`src/rtl/cfide_pkg.sv`:
```
package cfide_pkg;

  typedef enum logic [2:0] {
    SQ_IDLE,
    SQ_SETUP,
    SQ_STROBE,
    SQ_HOLD,
    SQ_ACK,
    SQ_FLOAT
  } sq_state_t;

  typedef enum logic [1:0] {
    WIN_NONE,
    WIN_TASK,
    WIN_ALT
  } win_t;

  // clock count covering a time in ns, rounded up
  function automatic int unsigned ns_to_clk(input int unsigned ns, input int unsigned mhz);
    return (ns * mhz + 999) / 1000;
  endfunction

endpackage

```
`src/rtl/cfide_decode.sv`:
```
module cfide_decode
  import cfide_pkg::*;
#(
  parameter int AW = 24
) (
  input  logic [AW-1:0] addr,
  output win_t          win,
  output logic [2:0]    reg_idx
);
  localparam logic [2:0] MODE_TASK = 3'b110;
  localparam logic [2:0] MODE_ALT  = 3'b111;

  logic [2:0] mode_bits;
  logic       unused_mid;

  assign mode_bits  = addr[AW-1:AW-3];
  assign reg_idx    = addr[2:0];
  assign unused_mid = ^addr[AW-4:3];

  always_comb begin
    unique case (mode_bits)
      MODE_TASK: win = WIN_TASK;
      MODE_ALT:  win = WIN_ALT;
      default:   win = WIN_NONE;
    endcase
  end
endmodule

```
`src/rtl/cfide_timing_regs.sv`:
```
module cfide_timing_regs
  import cfide_pkg::*;
#(
  parameter int TW      = 8,
  parameter int CLK_MHZ = 50
) (
  input  logic          clk,
  input  logic          rst_n,
  input  logic          load,
  input  logic [2:0]    pio,
  input  logic          dev_iordy,
  input  logic          dev_cf,
  input  logic [TW-1:0] setup_in,
  input  logic [TW-1:0] pulse_in,
  input  logic [TW-1:0] cycle_in,
  output logic [TW-1:0] t_setup,
  output logic [TW-1:0] t_pulse,
  output logic [TW-1:0] t_cycle,
  output logic [TW-1:0] t_float,
  output logic          t_wait
);
  localparam logic [TW-1:0] RST_SETUP = TW'(ns_to_clk(70, CLK_MHZ));
  localparam logic [TW-1:0] RST_PULSE = TW'(ns_to_clk(290, CLK_MHZ));
  localparam logic [TW-1:0] RST_CYCLE = TW'(ns_to_clk(600, CLK_MHZ));
  localparam logic [TW-1:0] FLOAT_SLOW = TW'(ns_to_clk(30, CLK_MHZ));
  localparam logic [TW-1:0] FLOAT_FAST = TW'(ns_to_clk(20, CLK_MHZ));
  localparam logic [2:0]    TOP_MODE   = 3'd5;

  logic [2:0]    pio_eff;
  logic          wait_calc;
  logic [TW-1:0] float_calc;
  logic [TW-1:0] pulse_fix;

  assign pio_eff    = (pio > TOP_MODE) ? TOP_MODE : pio;
  assign wait_calc  = ((pio_eff > 3'd2) || dev_iordy) && !(dev_cf && (pio_eff > 3'd4));
  assign float_calc = (pio_eff == TOP_MODE) ? FLOAT_FAST : FLOAT_SLOW;
  assign pulse_fix  = (pulse_in == '0) ? TW'(1) : pulse_in;

  always_ff @(posedge clk or negedge rst_n) begin
    if (!rst_n) begin
      t_setup <= RST_SETUP;
      t_pulse <= RST_PULSE;
      t_cycle <= RST_CYCLE;
      t_float <= FLOAT_SLOW;
      t_wait  <= 1'b0;
    end else if (load) begin
      t_setup <= setup_in;
      t_pulse <= pulse_fix;
      t_cycle <= cycle_in;
      t_float <= float_calc;
      t_wait  <= wait_calc;
    end
  end
endmodule

```
`src/rtl/cfide_iordy_sync.sv`:
```
module cfide_iordy_sync #(
  parameter int STAGES = 2
) (
  input  logic clk,
  input  logic rst_n,
  input  logic async_in,
  output logic sync_out
);
  logic [STAGES-1:0] chain;

  always_ff @(posedge clk or negedge rst_n) begin
    if (!rst_n) chain <= '1;
    else        chain <= {chain[STAGES-2:0], async_in};
  end

  assign sync_out = chain[STAGES-1];
endmodule

```
`src/rtl/cfide_sequencer.sv`:
```
module cfide_sequencer
  import cfide_pkg::*;
#(
  parameter int TW = 8,
  parameter int DW = 16
) (
  input  logic          clk,
  input  logic          rst_n,
  input  logic          req_valid,
  input  win_t          win,
  input  logic [2:0]    reg_idx,
  input  logic          req_write,
  input  logic          req_wide,
  input  logic [DW-1:0] req_wdata,
  input  logic [TW-1:0] t_setup,
  input  logic [TW-1:0] t_pulse,
  input  logic [TW-1:0] t_cycle,
  input  logic [TW-1:0] t_float,
  input  logic          t_wait,
  input  logic          rdy_sync,
  input  logic [DW-1:0] cf_din,
  output logic          req_ready,
  output logic [DW-1:0] rsp_rdata,
  output logic          cs0_n,
  output logic          cs1_n,
  output logic [2:0]    cf_reg,
  output logic          cf_wide,
  output logic          rd_n,
  output logic          wr_n,
  output logic [DW-1:0] cf_dout,
  output logic          cf_doe
);
  localparam int XW = TW + 1;
  localparam int NB = DW / 2;

  sq_state_t     state;
  win_t          win_q;
  logic [2:0]    reg_q;
  logic          we_q;
  logic          wide_q;
  logic [DW-1:0] wdata_q;
  logic [TW-1:0] s_q, p_q, c_q, f_q;
  logic          wait_q;
  logic [TW-1:0] ph_cnt;
  logic [XW-1:0] elapsed;

  logic          active;
  logic          stall;
  logic [XW-1:0] ph_next;
  logic [XW-1:0] el_next;
  logic          cycle_used;
  logic [DW-1:0] din_fmt;

  assign active     = (state == SQ_SETUP) || (state == SQ_STROBE) || (state == SQ_HOLD);
  assign stall      = wait_q && !rdy_sync;
  assign ph_next    = {1'b0, ph_cnt} + XW'(1);
  assign el_next    = elapsed + XW'(1);
  assign cycle_used = (el_next >= {1'b0, c_q});
  assign din_fmt    = wide_q ? cf_din : {{(DW-NB){1'b0}}, cf_din[NB-1:0]};

  always_ff @(posedge clk or negedge rst_n) begin
    if (!rst_n) begin
      state     <= SQ_IDLE;
      win_q     <= WIN_NONE;
      reg_q     <= '0;
      we_q      <= 1'b0;
      wide_q    <= 1'b0;
      wdata_q   <= '0;
      s_q       <= '0;
      p_q       <= '0;
      c_q       <= '0;
      f_q       <= '0;
      wait_q    <= 1'b0;
      ph_cnt    <= '0;
      elapsed   <= '0;
      rsp_rdata <= '0;
    end else begin
      unique case (state)
        SQ_IDLE: begin
          if (req_valid) begin
            win_q   <= win;
            reg_q   <= reg_idx;
            we_q    <= req_write;
            wide_q  <= req_wide;
            wdata_q <= req_wdata;
            s_q     <= t_setup;
            p_q     <= t_pulse;
            c_q     <= t_cycle;
            f_q     <= t_float;
            wait_q  <= t_wait;
            ph_cnt  <= '0;
            elapsed <= '0;
            if (win == WIN_NONE) begin
              state <= SQ_ACK;
              if (!req_write) rsp_rdata <= '0;
            end else if (t_setup == '0) begin
              state <= SQ_STROBE;
            end else begin
              state <= SQ_SETUP;
            end
          end
        end
        SQ_SETUP: begin
          elapsed <= el_next;
          if (ph_next == {1'b0, s_q}) begin
            ph_cnt <= '0;
            state  <= SQ_STROBE;
          end else begin
            ph_cnt <= ph_next[TW-1:0];
          end
        end
        SQ_STROBE: begin
          if (!stall) begin
            elapsed <= el_next;
            if (ph_next == {1'b0, p_q}) begin
              ph_cnt <= '0;
              if (!we_q) rsp_rdata <= din_fmt;
              state <= cycle_used ? SQ_ACK : SQ_HOLD;
            end else begin
              ph_cnt <= ph_next[TW-1:0];
            end
          end
        end
        SQ_HOLD: begin
          elapsed <= el_next;
          if (cycle_used) state <= SQ_ACK;
        end
        SQ_ACK: begin
          ph_cnt <= '0;
          if (!we_q && (win_q != WIN_NONE) && (f_q != '0)) state <= SQ_FLOAT;
          else                                             state <= SQ_IDLE;
        end
        SQ_FLOAT: begin
          if (ph_next == {1'b0, f_q}) state <= SQ_IDLE;
          else                        ph_cnt <= ph_next[TW-1:0];
        end
        default: state <= SQ_IDLE;
      endcase
    end
  end

  assign req_ready = (state == SQ_ACK);
  assign cs0_n     = !(active && (win_q == WIN_TASK));
  assign cs1_n     = !(active && (win_q == WIN_ALT));
  assign cf_reg    = reg_q;
  assign cf_wide   = active && wide_q;
  assign rd_n      = !((state == SQ_STROBE) && !we_q);
  assign wr_n      = !((state == SQ_STROBE) && we_q);
  assign cf_doe    = active && we_q;
  assign cf_dout   = wide_q ? wdata_q : {{(DW-NB){1'b0}}, wdata_q[NB-1:0]};
endmodule

```
`src/rtl/cfide_ctrl.sv`:
```
module cfide_ctrl
  import cfide_pkg::*;
#(
  parameter int AW      = 24,
  parameter int DW      = 16,
  parameter int TW      = 8,
  parameter int CLK_MHZ = 50
) (
  input  logic          clk,
  input  logic          rst_n,
  input  logic          req_valid,
  output logic          req_ready,
  input  logic [AW-1:0] req_addr,
  input  logic          req_write,
  input  logic          req_wide,
  input  logic [DW-1:0] req_wdata,
  output logic [DW-1:0] rsp_rdata,
  input  logic          tcfg_load,
  input  logic [2:0]    tcfg_pio,
  input  logic          tcfg_dev_iordy,
  input  logic          tcfg_dev_cf,
  input  logic [TW-1:0] tcfg_setup,
  input  logic [TW-1:0] tcfg_pulse,
  input  logic [TW-1:0] tcfg_cycle,
  output logic          cf_cs0_n,
  output logic          cf_cs1_n,
  output logic [2:0]    cf_reg,
  output logic          cf_wide,
  output logic          cf_rd_n,
  output logic          cf_wr_n,
  output logic [DW-1:0] cf_dout,
  output logic          cf_doe,
  input  logic [DW-1:0] cf_din,
  input  logic          cf_iordy
);
  win_t          win;
  logic [2:0]    reg_idx;
  logic [TW-1:0] t_setup, t_pulse, t_cycle, t_float;
  logic          t_wait;
  logic          rdy_sync;

  cfide_decode #(.AW(AW)) u_decode (
    .addr    (req_addr),
    .win     (win),
    .reg_idx (reg_idx)
  );

  cfide_timing_regs #(.TW(TW), .CLK_MHZ(CLK_MHZ)) u_timing (
    .clk       (clk),
    .rst_n     (rst_n),
    .load      (tcfg_load),
    .pio       (tcfg_pio),
    .dev_iordy (tcfg_dev_iordy),
    .dev_cf    (tcfg_dev_cf),
    .setup_in  (tcfg_setup),
    .pulse_in  (tcfg_pulse),
    .cycle_in  (tcfg_cycle),
    .t_setup   (t_setup),
    .t_pulse   (t_pulse),
    .t_cycle   (t_cycle),
    .t_float   (t_float),
    .t_wait    (t_wait)
  );

  cfide_iordy_sync #(.STAGES(2)) u_sync (
    .clk      (clk),
    .rst_n    (rst_n),
    .async_in (cf_iordy),
    .sync_out (rdy_sync)
  );

  cfide_sequencer #(.TW(TW), .DW(DW)) u_seq (
    .clk       (clk),
    .rst_n     (rst_n),
    .req_valid (req_valid),
    .win       (win),
    .reg_idx   (reg_idx),
    .req_write (req_write),
    .req_wide  (req_wide),
    .req_wdata (req_wdata),
    .t_setup   (t_setup),
    .t_pulse   (t_pulse),
    .t_cycle   (t_cycle),
    .t_float   (t_float),
    .t_wait    (t_wait),
    .rdy_sync  (rdy_sync),
    .cf_din    (cf_din),
    .req_ready (req_ready),
    .rsp_rdata (rsp_rdata),
    .cs0_n     (cf_cs0_n),
    .cs1_n     (cf_cs1_n),
    .cf_reg    (cf_reg),
    .cf_wide   (cf_wide),
    .rd_n      (cf_rd_n),
    .wr_n      (cf_wr_n),
    .cf_dout   (cf_dout),
    .cf_doe    (cf_doe)
  );
endmodule

```
`config.mk`:
```
export PLATFORM = sky130hd
export DESIGN_NAME = cfide_ctrl
export DESIGN_NICKNAME = d
export VERILOG_FILES = /design/src/rtl/cfide_pkg.sv /design/src/rtl/cfide_decode.sv /design/src/rtl/cfide_timing_regs.sv /design/src/rtl/cfide_iordy_sync.sv /design/src/rtl/cfide_sequencer.sv /design/src/rtl/cfide_ctrl.sv
export SDC_FILE = /design/constraint.sdc
export NUM_CORES = 1
export LEC_CHECK = 0
export BUFFER_PORTS_ARGS = -buffer_cell sky130_fd_sc_hd__buf_2
export CAP_MARGIN = 10
export CORE_AREA = 3 3 102 143
export CTS_CLUSTER_DIAMETER = 30
export DETAILED_ROUTE_END_ITERATION = 10
export DIE_AREA = 0 0 105 146
export PLACE_DENSITY = 0.63
export SLEW_MARGIN = 20
export SYNTH_ARGS = -nofsm -noshare
export SYNTH_HDL_FRONTEND = slang
export SYNTH_SLANG_ARGS = --single-unit
export TNS_END_PERCENT = 20
```
`constraint.sdc`:
```
create_clock -name clk -period 8.1 [get_ports clk]
set_clock_uncertainty 0.1 [all_clocks]
set_input_delay 1.215 -clock clk [delete_from_list [all_inputs] [get_ports clk]]
set_output_delay 1.215 -clock clk [all_outputs]
set_load 0.05 [all_outputs]
```
=== Word-level counts from Yosys, hierarchy flattened ===
Index checks and enable logic that the tools add are counted.
Widths: inputs -> output; s select.

* Flip-flop bits (word level): 127
* Input port bits: 92
* Output and inout bits: 42
* Logic and storage cells: 118

* Add/subtract/negate cells: 2
* Order comparisons: 4
* Eq/ne operators: 23
* Multiplexer cells: 33
* Reduce and logical (&&, ||, !) cells: 36

{| class="wikitable"
|+ Operator list
! cell !! number
|-
| $mux 16 || 8
|-
| $mux 8 || 6
|-
| $pmux 8 s5 || 1
|-
| $pmux 16 s2 || 1
|-
| $mux 3 || 10
|-
| $eq 9x8->1 || 3
|-
| $pmux 9 s3 || 1
|-
| $mux 9 || 2
|-
| $pmux 3 s6 || 1
|-
| $logic_not 8->1 || 2
|-
| $eq 3x3->1 const B || 5
|-
| $ne 2x2->1 const B || 7
|-
| $logic_and 1x1->1 || 11
|-
| $add 8x1->9 const B || 1
|-
| $add 9x1->9 const B || 1
|-
| $ge 9x8->1 || 1
|-
| $reduce_bool 8->1 || 1
|-
| $logic_not 1->1 || 7
|-
| $reduce_and 7->1 || 1
|-
| $eq 3x2->1 const B || 2
|-
| $gt 3x3->1 const B || 2
|-
| $ne 2x1->1 const B || 3
|-
| $reduce_and 6->1 || 1
|-
| $reduce_bool 5->1 || 1
|-
| 15 further kinds || 19
|}

=== Logic depth before layout (Yosys ltp) ===
Gate-level depths: netlist of the first run.

* Word-level depth: 6
* Gate-level depth with buffers: 11
* Gate-level depth less buffers: 11

=== Hierarchy ===
Synthesis of the first run repeated with hierarchy kept, for this count alone.

* Cell total of the unflattened synthesis: 542
* Area, all modules: 6187.2 sq um

{| class="wikitable"
|+ By module, submodules not included
! module !! instances !! cells each !! area each (sq um) !! seq. area each (sq um)
|-
| cfide_sequencer || 1 || 461 || 4906.0 || 2302.2
|-
| cfide_timing_regs || 1 || 74 || 1189.9 || 688.2
|-
| cfide_iordy_sync || 1 || 2 || 52.6 || 52.6
|-
| cfide_decode || 1 || 5 || 38.8 || 0.0
|}

=== Worst setup path after synthesis of the first run ===
OpenSTA, ideal clock, no wires.

* Kind: flip-flop to output port
* From: register u_seq.state[0]
* To: output cf_wr_n
* Arrival: 1632 ps
* Data required time: 6785 ps
* Setup slack: 5153 ps
* Stages on the path, launching flop included: 7
* Path buffers: 2
* Cells stage by stage: dfrtp_1 clkbuf_1 nor2_1 inv_1 nor2_1 clkbuf_1 nand2_1

* Word-level cells in the longest chain between the ends: 3

{| class="wikitable"
|+ RTL lines
! item !! RTL line !! RTL
|-
| start: declaration || cfide_sequencer.sv:36 || <nowiki>sq_state_t state;</nowiki>
|-
| start signal: assignment || cfide_sequencer.sv:118 || <nowiki>state <= cycle_used ? SQ_ACK : SQ_HOLD;</nowiki>
|-
| $eq 3x2->1 || cfide_sequencer.sv:148 || <nowiki>assign wr_n = !((state == SQ_STROBE) && we_q);</nowiki>
|-
| $logic_and 1x1->1 || cfide_sequencer.sv:148 ||
|-
| $logic_not 1->1 || cfide_sequencer.sv:148 ||
|-
| end: declaration || cfide_ctrl.sv:30 || <nowiki>output logic cf_wr_n,</nowiki>
|}

No other way between the ends.

=== Worst setup path in the final report of the first run ===
* From: register u_seq.state[2]
* To: output cf_wr_n

Same word-level chain as after synthesis.

==> results.cfg, run 1 <==
[route]
drtAntennaViolNets = 0
drtIter0Drc = 299
drc_errors = 0
wire_per_inst_um = 14.4
drt_first_pass_iters = 4
via_count = 4485
routed_wl_mm = 12.9
avgViaCountPerCell = 5.00

[placed_design]
pre_cts_ws_ns = 4.45
place_hpwl_mm = 9.22
io_buffers = 115
dpl.cell_count = 864
gp_congestion = 0.904

[synthesis]
ys_types = 57
synth-edff-count = 0
yosys.area.top_type = dfrtp_1
synth_seq_area_share_pct = 50.4
avgSynthCellArea_sq_um = 9.59
synthArstFlopShare_pct = 100
yosys_most_used_dff = dfrtp_1
synth_seq_cells = 115
synth.net_count = 701
yosys-top-cells-area = dfrtp_1, nand2_1, mux2_2
yosysWarnings = 0
syn_area_sq_mm = 0.00574
yosysTopAreaCellShare_pct = 44.9
synthCells = 599

[sta]
holdWs_ns = 0.261
hold_violations = 0
worst_pin_slew_ns = 1.05
min_period_ns = 3.66
finalCritPeriodShare_pct = 45.2
tns_ns = 0
slew_viol_final = 0
finalSetupViolCount = 0
max_clock_freq_mhz = 273
timing.final.ws_setup_ns = 4.44
rsz0062_at_grt = false
slew_headroom_pct = 30.0

[clocking]
clk_latency_ns = 0.40
clockBufferDepth = 2
htreeDepth = 4
cts_resized = 0
cts.sinks = 115
cts_setup_buffers = 0
clockRootBuffer = clkbuf_16
tritoncts = done
cts_hold_buf = 0
clk_pin_slew_ns = 0.05
cts_buffers = 17

[flow_run]
max_cap_viol_count = 0

[finish]
final_cell_mix = nand2_1, buf_2, dfrtp_1, mux2_2, o21ai_0
multi_input_area_sq_mm = 0.00257
top_regs = u_seq.rsp_rdata (16), u_seq.wdata_q (16), u_seq.elapsed (9)
syn_to_final_growth_pct = 22.7
final_nets = 804
drive_gt1_share_pct = 27.6
layout_commonest_cell = nand2_1
fillers = 1263
register_area_sq_mm = 0.00289
fin_cells = 897
diodes = 0

[global_routing]
grt_pass1_wl_mm = 22.3
grt_pass1_vias = 4693
grt_max_degree = 75
antenna_found_initial = 0
grt_use_total_pct = 17.8
grt_overflow = 0

[hold_path]
min_path_type = register to register

[critical_path]
crit_path_max_fanout = 18
worst-setup-path-type = register to output pin
arrival_ns = 2.34
worstSetupEndpointType = output pin
start_kind = register
critPathRequiredTime_ns = 6.78

[floorplan]
start_util_pct = 42.9
fp.dieW_um = 105
fp.dieH_um = 146
dieArea_sq_mm = 0.0153
core_area_sq_mm = 0.0134
ios = 134
rows = 50

[power]
vdd_ir_drop_max_v = 0.000134
power.leakage_uw = 0.00365
power_density_mw_per_mm2 = 208

[run_status]
outcome = completed
## metal layers
metal	wire length [um]	up-vias	share of wire (%)	track usage [%]
li1	-	2217	-	-
met1	5870	2119	46	23.0
met2	6110	140	47	28.8
met3	760	9	5.9	4.08
met4	149	0	1.2	7.16
met5	0	-	0	0
## logic make-up (layout without fill, tap and decap cells)
kind of cell | count (synthesis) | in the layout | synth area share (%)
buffers and inverters | 61 | 177 | 4.86
DFF | 115 | 115 | 50.4
and+or+nand+nor | 263 | 263 | 20.3
muxes | 42 | 42 | 7.99
adders and majority gates | 10 | 10 | 2.18
xor gates and xnor gates | 29 | 29 | 5.14
AOI/OAI and AO/OA | 79 | 79 | 9.17
## cell usage after synthesis (2+ instances only)
master and instances:
dfstp_2 12, inv_1 27, nand4_1 2, ha_1 10
mux2i_1 11, nor4_1 4, a21oi_1 9, clkbuf_1 19
mux2_2 29, buf_2 4, a31oi_1 3, a22o_1 5
buf_4 8, a32o_1 2, or3_1 3, a211oi_1 4
or2_2 3, buf_6 2, and2_1 13, a221oi_1 2
and3_1 13, o21ai_0 28, xor2_1 11, xnor3_1 3
dfrtp_1 103, o211ai_1 5, nand3_1 7, nor3_1 8
xnor2_1 15, mux2_1 2, o22ai_1 5, nor2_1 27
nand3b_1 2, nand2b_1 5, a21o_1 3, nand2_1 169
## area by class of cell
cell class	count	area share, %
Tap cell	182	3.23
Sequential cell	115	41.0
Multi-Input combinational cell	423	36.5
Timing Repair Buffer	118	8.57
Clock inverter	12	2.89
Clock buffer	20	6.34
Inverter	27	1.44
## where the power goes
group | switching [uW] | leakage, uW | internal, uW | total [uW]
registers | 8.26 | 0.00140 | 593 | 602
logic | 24.3 | 0.00194 | 25.2 | 49.6
clock network | 260 | 0.000307 | 555 | 816
total | 293 | 0.00365 | 1170 | 1470
## through the flow
| stage | total power, uW | utilization (%) | instance area (sq um) |
|---|---|---|---|
| 2_1_floorplan | 627 | - | 5740 |
| 3_3_place_gp | 660 | 47.7 | 6390 |
| 3_5_place_dp | 662 | 47.7 | 6390 |
| 4_1_cts | 1490 | 52.6 | 7040 |
| 5_1_grt | 1520 | 52.7 | 7050 |
| 6_report | 1470 | 52.7 | 7050 |
## worst max-delay path, stage by stage (launching register included)
cell,delay [ns]
dfrtp_1,0.50
nor2_1,0.21
inv_1,0.10
nor2_1,0.79
nand2_1,0.10
buf_2,0.25
## worst paths after layout
path                                  from             endpoint  slack (ns)  depth (start not counted)
setup / recovery            u_seq.state[2]              cf_wr_n        4.44                          5
max in group asynchronous            rst_n         u_seq.p_q[2]        5.92                          2
hold reg to reg            u_sync.chain[0]      u_sync.chain[1]        0.26                          0
hold / removal             u_sync.chain[0]      u_sync.chain[1]        0.26                          0
setup reg to reg           u_seq.ph_cnt[0]  u_seq.rsp_rdata[11]        4.69                          9
min in group asynchronous            rst_n   u_seq.rsp_rdata[0]        0.68                          1
Power figures use the tool's default switching activity.
==> inputs of run 2 (changes only) <==
--- a/config.mk
+++ b/config.mk
@@ -5,12 +5,13 @@
 export SDC_FILE = /design/constraint.sdc
 export NUM_CORES = 1
 export LEC_CHECK = 0
+export ABC_AREA = 1
 export BUFFER_PORTS_ARGS = -buffer_cell sky130_fd_sc_hd__buf_2
 export CAP_MARGIN = 10
-export CORE_AREA = 3 3 102 143
+export CORE_AREA = 3 3 102 144
 export CTS_CLUSTER_DIAMETER = 30
 export DETAILED_ROUTE_END_ITERATION = 10
-export DIE_AREA = 0 0 105 146
+export DIE_AREA = 0 0 105 147
 export PLACE_DENSITY = 0.63
 export SLEW_MARGIN = 20
 export SYNTH_ARGS = -nofsm -noshare
==> constraint.sdc (replaced) <==
create_clock -name clk -period 3.44 [get_ports clk]
set_clock_uncertainty 0.1 [all_clocks]
set_input_delay 0.516 -clock clk [delete_from_list [all_inputs] [get_ports clk]]
set_output_delay 0.516 -clock clk [all_outputs]
set_load 0.05 [all_outputs]
==> run 2 against run 1 <==
- sequential share of layout area is 0.35 points higher
- sequential cell count stayed put
- register-to-register slack worse by 3.8 ns
- clock power is 100% higher
- highest routed layer unchanged
- power grew to 4.1 times the previous value
- critical endpoint is now u_seq.state[1]
- wire length is 2.3% higher
==> results.cfg, run 2 <==
[run_status]
outcome = completed

[finish]
postLayoutCellArea_sq_mm = 0.00699
diodes = 0
post-route-util_pct = 52.2
syn_to_final_growth_pct = 21.2
fillers = 1346
final_cell_mix = nand2_1, buf_2, dfrtp_1, inv_1, o21ai_0
drive_gt1_share_pct = 23.5
layout_commonest_cell = nand2_1
top_regs = u_seq.rsp_rdata (16), u_seq.wdata_q (16), u_seq.elapsed (9)
final_nets = 923

[global_routing]
grt_overflow = 0
grt_use_total_pct = 17.8
grt_pass1_wl_mm = 22.3
grt_max_degree = 61
antenna_found_initial = 0
grt_pass1_vias = 4817

[floorplan]
rows = 50
start_util_pct = 43.1
core_area_sq_mm = 0.0134
dieArea_sq_mm = 0.0154
ios = 134
fp.dieW_um = 105
fp.dieH_um = 147

[synthesis]
synth-edff-count = 0
syn_area_sq_mm = 0.00577
avgSynthCellArea_sq_um = 8.08
synth_most_common_cell = nand2_1
yosys.area.top_type = dfrtp_1
synthArstFlopShare_pct = 100
yosys-top-cells-area = dfrtp_1, nand2_1, inv_1
yosysWarnings = 0
yosysTopAreaCellShare_pct = 44.7
synth.net_count = 816
synth_seq_area_share_pct = 50.2
synthCells = 714
netlist_top_cells_count = nand2_1, dfrtp_1, inv_1
yosys_most_used_dff = dfrtp_1
ys_types = 40
synth_seq_cells = 115

[sta]
slew_viol_final = 0
hold_violations = 0
min_period_ns = 2.58
finalCritPeriodShare_pct = 75.0
slew_headroom_pct = 49.7
finalSetupViolCount = 0
timing.final.ws_setup_ns = 0.861
worst_pin_slew_ns = 0.755
max_clock_freq_mhz = 388
rsz0062_at_grt = false
tns_ns = 0

[critical_path]
r2r-end = u_seq.state[1]
worst-setup-path-type = register to register
r2r-start = u_seq.elapsed[0]
start_kind = register
startpoint = u_seq.elapsed[0]
rrSetupSlack_ns = 0.86
worstRegToRegCells = 15
worstSetupEndpointType = register
critPathRequiredTime_ns = 3.63
arrival_ns = 2.77
crit_path_max_fanout = 3

[route]
drtAntennaViolNets = 0
via_count = 4887
avgViaCountPerCell = 4.81
drtIter0Drc = 261
wire_per_inst_um = 13.0
drc_errors = 0
drt_first_pass_iters = 5
routed_wl_mm = 13.2

[power]
power.leakage_uw = 0.00366
finalPower_uw = 5970
power_density_mw_per_mm2 = 854
vdd_ir_drop_max_v = 0.000459

[flow_run]
max_cap_viol_count = 0

[hold_path]
min_path_type = input port to asynchronous set/reset pin

[clocking]
tritoncts = done
clk_pin_slew_ns = 0.05
clk_latency_ns = 0.41
htreeDepth = 4
cts.sinks = 115
cts_setup_buffers = 0
cts_buffers = 17
cts_resized = 0
clockBufferDepth = 2
clockRootBuffer = clkbuf_16
cts_hold_buf = 0

[placed_design]
pre_cts_ws_ns = 0.886
gp_congestion = 0.852
place_hpwl_mm = 9.51
place_area_sq_mm = 0.00644
io_buffers = 115
## run 2: cell count changes in the layout (fill, tap and decap cells not counted), sizes merged, moves of 11 or more
cell	previous run	this run
o21ai	29	74
and3	13	0
xnor2	15	4
mux2i	11	0
mux2	31	0
nand2	169	244
nand4	2	25
nor2	27	43
inv	28	99
and2	14	0
nand3	8	35
## run 2: layer usage
layer / share of wire, % / global-route usage, % / wire, um / vias to the layer above
li1: - / - / - / 2480
met2: 49 / 30.8 / 6430 / 134
met1: 45 / 21.4 / 5890 / 2250
met4: 2.3 / 7.09 / 304 / 0
met5: 0 / 0 / 0 / -
met3: 4.2 / 4.00 / 559 / 23
## run 2: where the power goes
group	internal [uW]	leakage (uW)	switching [uW]	total, uW
logic	637	0.00195	1690	2320
registers	1760	0.00145	255	2010
clock network	1030	0.000263	606	1630
total	3420	0.00366	2550	5970
## run 2: how the worst max path moves through the flow
stage                                endpoint  slack, ns  cells after the start
final                          u_seq.state[1]       0.86                     15
after global routing       u_seq.rsp_rdata[3]       0.60                     12
after detailed placement       u_seq.state[0]       0.89                     15
after CTS                      u_seq.state[1]       0.84                     15
after global placement     u_seq.rsp_rdata[5]       0.95                      9
after floorplan           u_seq.rsp_rdata[10]       1.25                     11
## run 2: cells by family after synthesis
family          Yosys count  share of synthesized area, %
compound gates           92                          9.50
fa+ha+maj                10                          2.17
buf+inv                 130                          9.57
flops                   115                          50.2
simple gates            356                          26.9
xor+xnor                 11                          1.67
## run 2: layout make-up
class / instances / area, sq um / share of cell area [%]
repair buffers: 118 / 613 / 8.77
clock inverters: 9 / 81.3 / 1.16
multi-input cells: 469 / 2330 / 33.3
well taps: 182 / 228 / 3.26
flip-flops and latches: 115 / 2890 / 41.4
clock buffers: 23 / 468 / 6.69
inverters: 100 / 378 / 5.40
## run 2: worst max-delay path, cell delays in order, from the launching register on
cell and delay (ns):
dfrtp_1 0.39, ha_1 0.20, nand2_1 0.06, nor2_1 0.22, nand3_1 0.15, xor2_1 0.29, ha_1 0.31, o211a_1 0.12
nand2_1 0.06, nand2_1 0.05, nand2_1 0.10, nand4_1 0.09, nand2_1 0.16, nor2_4 0.06, nand2_1 0.05, nand2_1 0.05
## run 2: stage by stage
stage                     hold WS, ns  cells
after floorplan                 0.120    714
after global placement          0.249    984
after detailed placement        0.250    984
after CTS                      0.0939   1016
after global routing           0.0944   1016
final                          0.0639   1016
==> inputs of run 3 (changes only) <==
--- a/config.mk
+++ b/config.mk
@@ -5,13 +5,13 @@
 export SDC_FILE = /design/constraint.sdc
 export NUM_CORES = 1
 export LEC_CHECK = 0
-export ABC_AREA = 1
+export ABC_AREA = 0
 export BUFFER_PORTS_ARGS = -buffer_cell sky130_fd_sc_hd__buf_2
 export CAP_MARGIN = 10
-export CORE_AREA = 3 3 102 144
+export CORE_AREA = 3 3 102 143
 export CTS_CLUSTER_DIAMETER = 30
 export DETAILED_ROUTE_END_ITERATION = 10
-export DIE_AREA = 0 0 105 147
+export DIE_AREA = 0 0 105 146
 export PLACE_DENSITY = 0.63
 export SLEW_MARGIN = 20
 export SYNTH_ARGS = -nofsm -noshare
==> constraint.sdc (replaced) <==
create_clock -name clk -period 2.6 [get_ports clk]
set_clock_uncertainty 0.1 [all_clocks]
set_input_delay 0.39 -clock clk [delete_from_list [all_inputs] [get_ports clk]]
set_output_delay 0.39 -clock clk [all_outputs]
set_load 0.05 [all_outputs]
==> run 3 against run 2 <==
- the run now ends with setup timing left
- first-iteration DRC count decreased by 28%
- critical path depth decreased by 4
- cell count decreased by 7.0%
- clock power increased by 45%
- sequential cell count unchanged
- power decreased by 26%
- critical endpoint is now u_seq.state[2]
==> results.cfg, run 3 (same netlist as run 1, synthesis figures left out) <==
[run_status]
outcome = finished, violations left
violations = setup timing

[critical_path]
crit_path_max_fanout = 3
worstRegToRegCells = 11
critPathRequiredTime_ns = 2.79
worstSetupEndpointType = register
worst-setup-path-type = register to register
arrival_ns = 2.80
cpMaxStageDelayCell = dfrtp_1
worstPathCellList = ha_2 > nand2_2 > nor2_4 > xor2_2 > ha_1 > and3_4 > a221oi_2 > o211ai_1 > a21oi_1 > o21bai_1 > a32o_1
startpoint = u_seq.elapsed[1]
crit_end = u_seq.state[2]
cp_num_buf_inv = 0
cp_top_family = compound AO/OA/AOI/OAI gates
rrSetupSlack_ns = -0.01
slowest_delay_ns = 0.39
start_kind = register
r2r-start = u_seq.elapsed[1]
worst-path-stages = 11
r2r-end = u_seq.state[2]

[finish]
post-route-util_pct = 56.4
fin_cells = 945
top_regs = u_seq.rsp_rdata (16), u_seq.wdata_q (16), u_seq.elapsed (9)
syn_to_final_growth_pct = 31.4
fillers = 1204
final_cell_mix = nand2_1, buf_2, dfrtp_1, buf_4, mux2_2
layout_commonest_cell = nand2_1
diodes = 0
final_nets = 852
drive_gt1_share_pct = 34.5

[floorplan]
dieArea_sq_mm = 0.0153
rows = 50
start_util_pct = 42.9
ios = 134
core_area_sq_mm = 0.0134
fp.dieW_um = 105
fp.dieH_um = 146

[global_routing]
antenna_found_initial = 1
grt_pass1_wl_mm = 24.3
grt_pass1_vias = 4879
grt_overflow = 0
grt_max_degree = 75
grt_use_total_pct = 19.6

[clocking]
htreeDepth = 4
clk_latency_ns = 0.41
cts_buffers = 17
clk_pin_slew_ns = 0.05
cts.sinks = 115
tritoncts = done
clockRootBuffer = clkbuf_16
clockBufferDepth = 2

[route]
routed_wl_mm = 14.4
drtAntennaViolNets = 0
via_count = 4717
top_layer_used = met5
wl_met2_mm = 7.42
drc_errors = 0
wire_per_inst_um = 15.3
drtIter0Drc = 187
drt_first_pass_iters = 4
met1Wirelength_mm = 6.15
avgViaCountPerCell = 4.99
dr_wl_met3_um = 646

[placed_design]
dpl.cell_count = 905
gp_congestion = 0.869
io_buffers = 115
pre_cts_ws_ns = -0.165
place_hpwl_mm = 10.4

[sta]
holdWs_ns = 0.0667
rsz0062_at_grt = true
finalSetupViolCount = 1
slew_viol_final = 0
finalCritPeriodShare_pct = 100
max_clock_freq_mhz = 383
tns_ns = -0.0122
worst_pin_slew_ns = 0.643
min_period_ns = 2.61
timing.final.ws_setup_ns = -0.0122
slew_headroom_pct = 57.2
hold_violations = 0

[power]
power.leakage_uw = 0.00391
vdd_ir_drop_max_v = 0.000570
power_density_mw_per_mm2 = 583

[hold_path]
min_path_type = input port to register

[flow_run]
max_cap_viol_count = 0
==> run 3: cell types whose count changed in the layout (fill, tap and decap cells not counted), moves of 9 or more <==
cell | previous run | this run
and2_1 | 0 | 12
and3_1 | 0 | 12
buf_4 | 3 | 46
inv_1 | 96 | 27
mux2_2 | 0 | 29
mux2i_1 | 0 | 11
nand2_1 | 233 | 168
nand3_1 | 33 | 5
nand4_1 | 25 | 2
nor2_1 | 34 | 23
o21ai_0 | 59 | 26
o21ai_2 | 11 | 2
==> run 3: what timing repair did <==
item                                    4_1_cts  5_1_grt
hold buffers                                  2        0
pin swaps                                     6       16
setup buffers                                 4        3
resized for setup                            13       14
endpoints found under the setup margin       24       17
endpoints found under the hold margin        35        0
==> run 3: where the power goes <==
group / total [uW] / internal, uW / leakage [uW] / switching [uW]
clock network: 2370 / 1550 / 0.000279 / 813
logic: 161 / 83.8 / 0.00223 / 77.3
registers: 1870 / 1850 / 0.00140 / 25.4
total: 4400 / 3490 / 0.00391 / 916
==> run 3: routing by layer <==
layer	up-vias	GRT usage [%]
li1	2302	-
met1	2276	24.2
met2	116	34.0
met3	21	4.31
met4	2	6.04
met5	-	0
==> run 3: cell type report <==
class	count	area (sq um)	area share [%]
Timing Repair Buffer	166	1020	13.5
Clock buffer	23	468	6.20
Sequential cell	115	2890	38.3
Clock inverter	9	130	1.72
Inverter	27	101	1.34
Tap cell	182	228	3.02
Multi-Input combinational cell	423	2710	35.9
==> run 3: how the worst min path moves through the flow <==
| stage | slack [ns] | start | cells after the start | end |
|---|---|---|---|---|
| global placement | 0.25 | u_sync.chain[0] | 0 | u_sync.chain[1] |
| floorplan | -0.006 | rst_n | 0 | u_seq.c_q[0] |
| finish | 0.07 | tcfg_dev_cf | 2 | u_timing.t_wait |
| global route | 0.06 | tcfg_dev_cf | 2 | u_timing.t_wait |
| detailed placement | 0.25 | u_sync.chain[0] | 0 | u_sync.chain[1] |
| CTS | 0.06 | tcfg_dev_cf | 2 | u_timing.t_wait |
==> run 3: worst reg2reg max path, cell delays in order, from the launching register on <==
cell and delay (ns):
dfrtp_1 0.39, ha_2 0.23, nand2_2 0.08, nor2_4 0.13, xor2_2 0.15, ha_1 0.28
and3_4 0.17, a221oi_2 0.26, o211ai_1 0.19, a21oi_1 0.17, o21bai_1 0.09, a32o_1 0.26
==> run 3: metrics by stage <==
stage	total power, uW	instance area (sq um)
6_report	4400	7550
5_1_grt	4550	7550
4_1_cts	4440	7460
3_5_place_dp	2070	6750
3_3_place_gp	2060	6750
2_1_floorplan	1950	5750
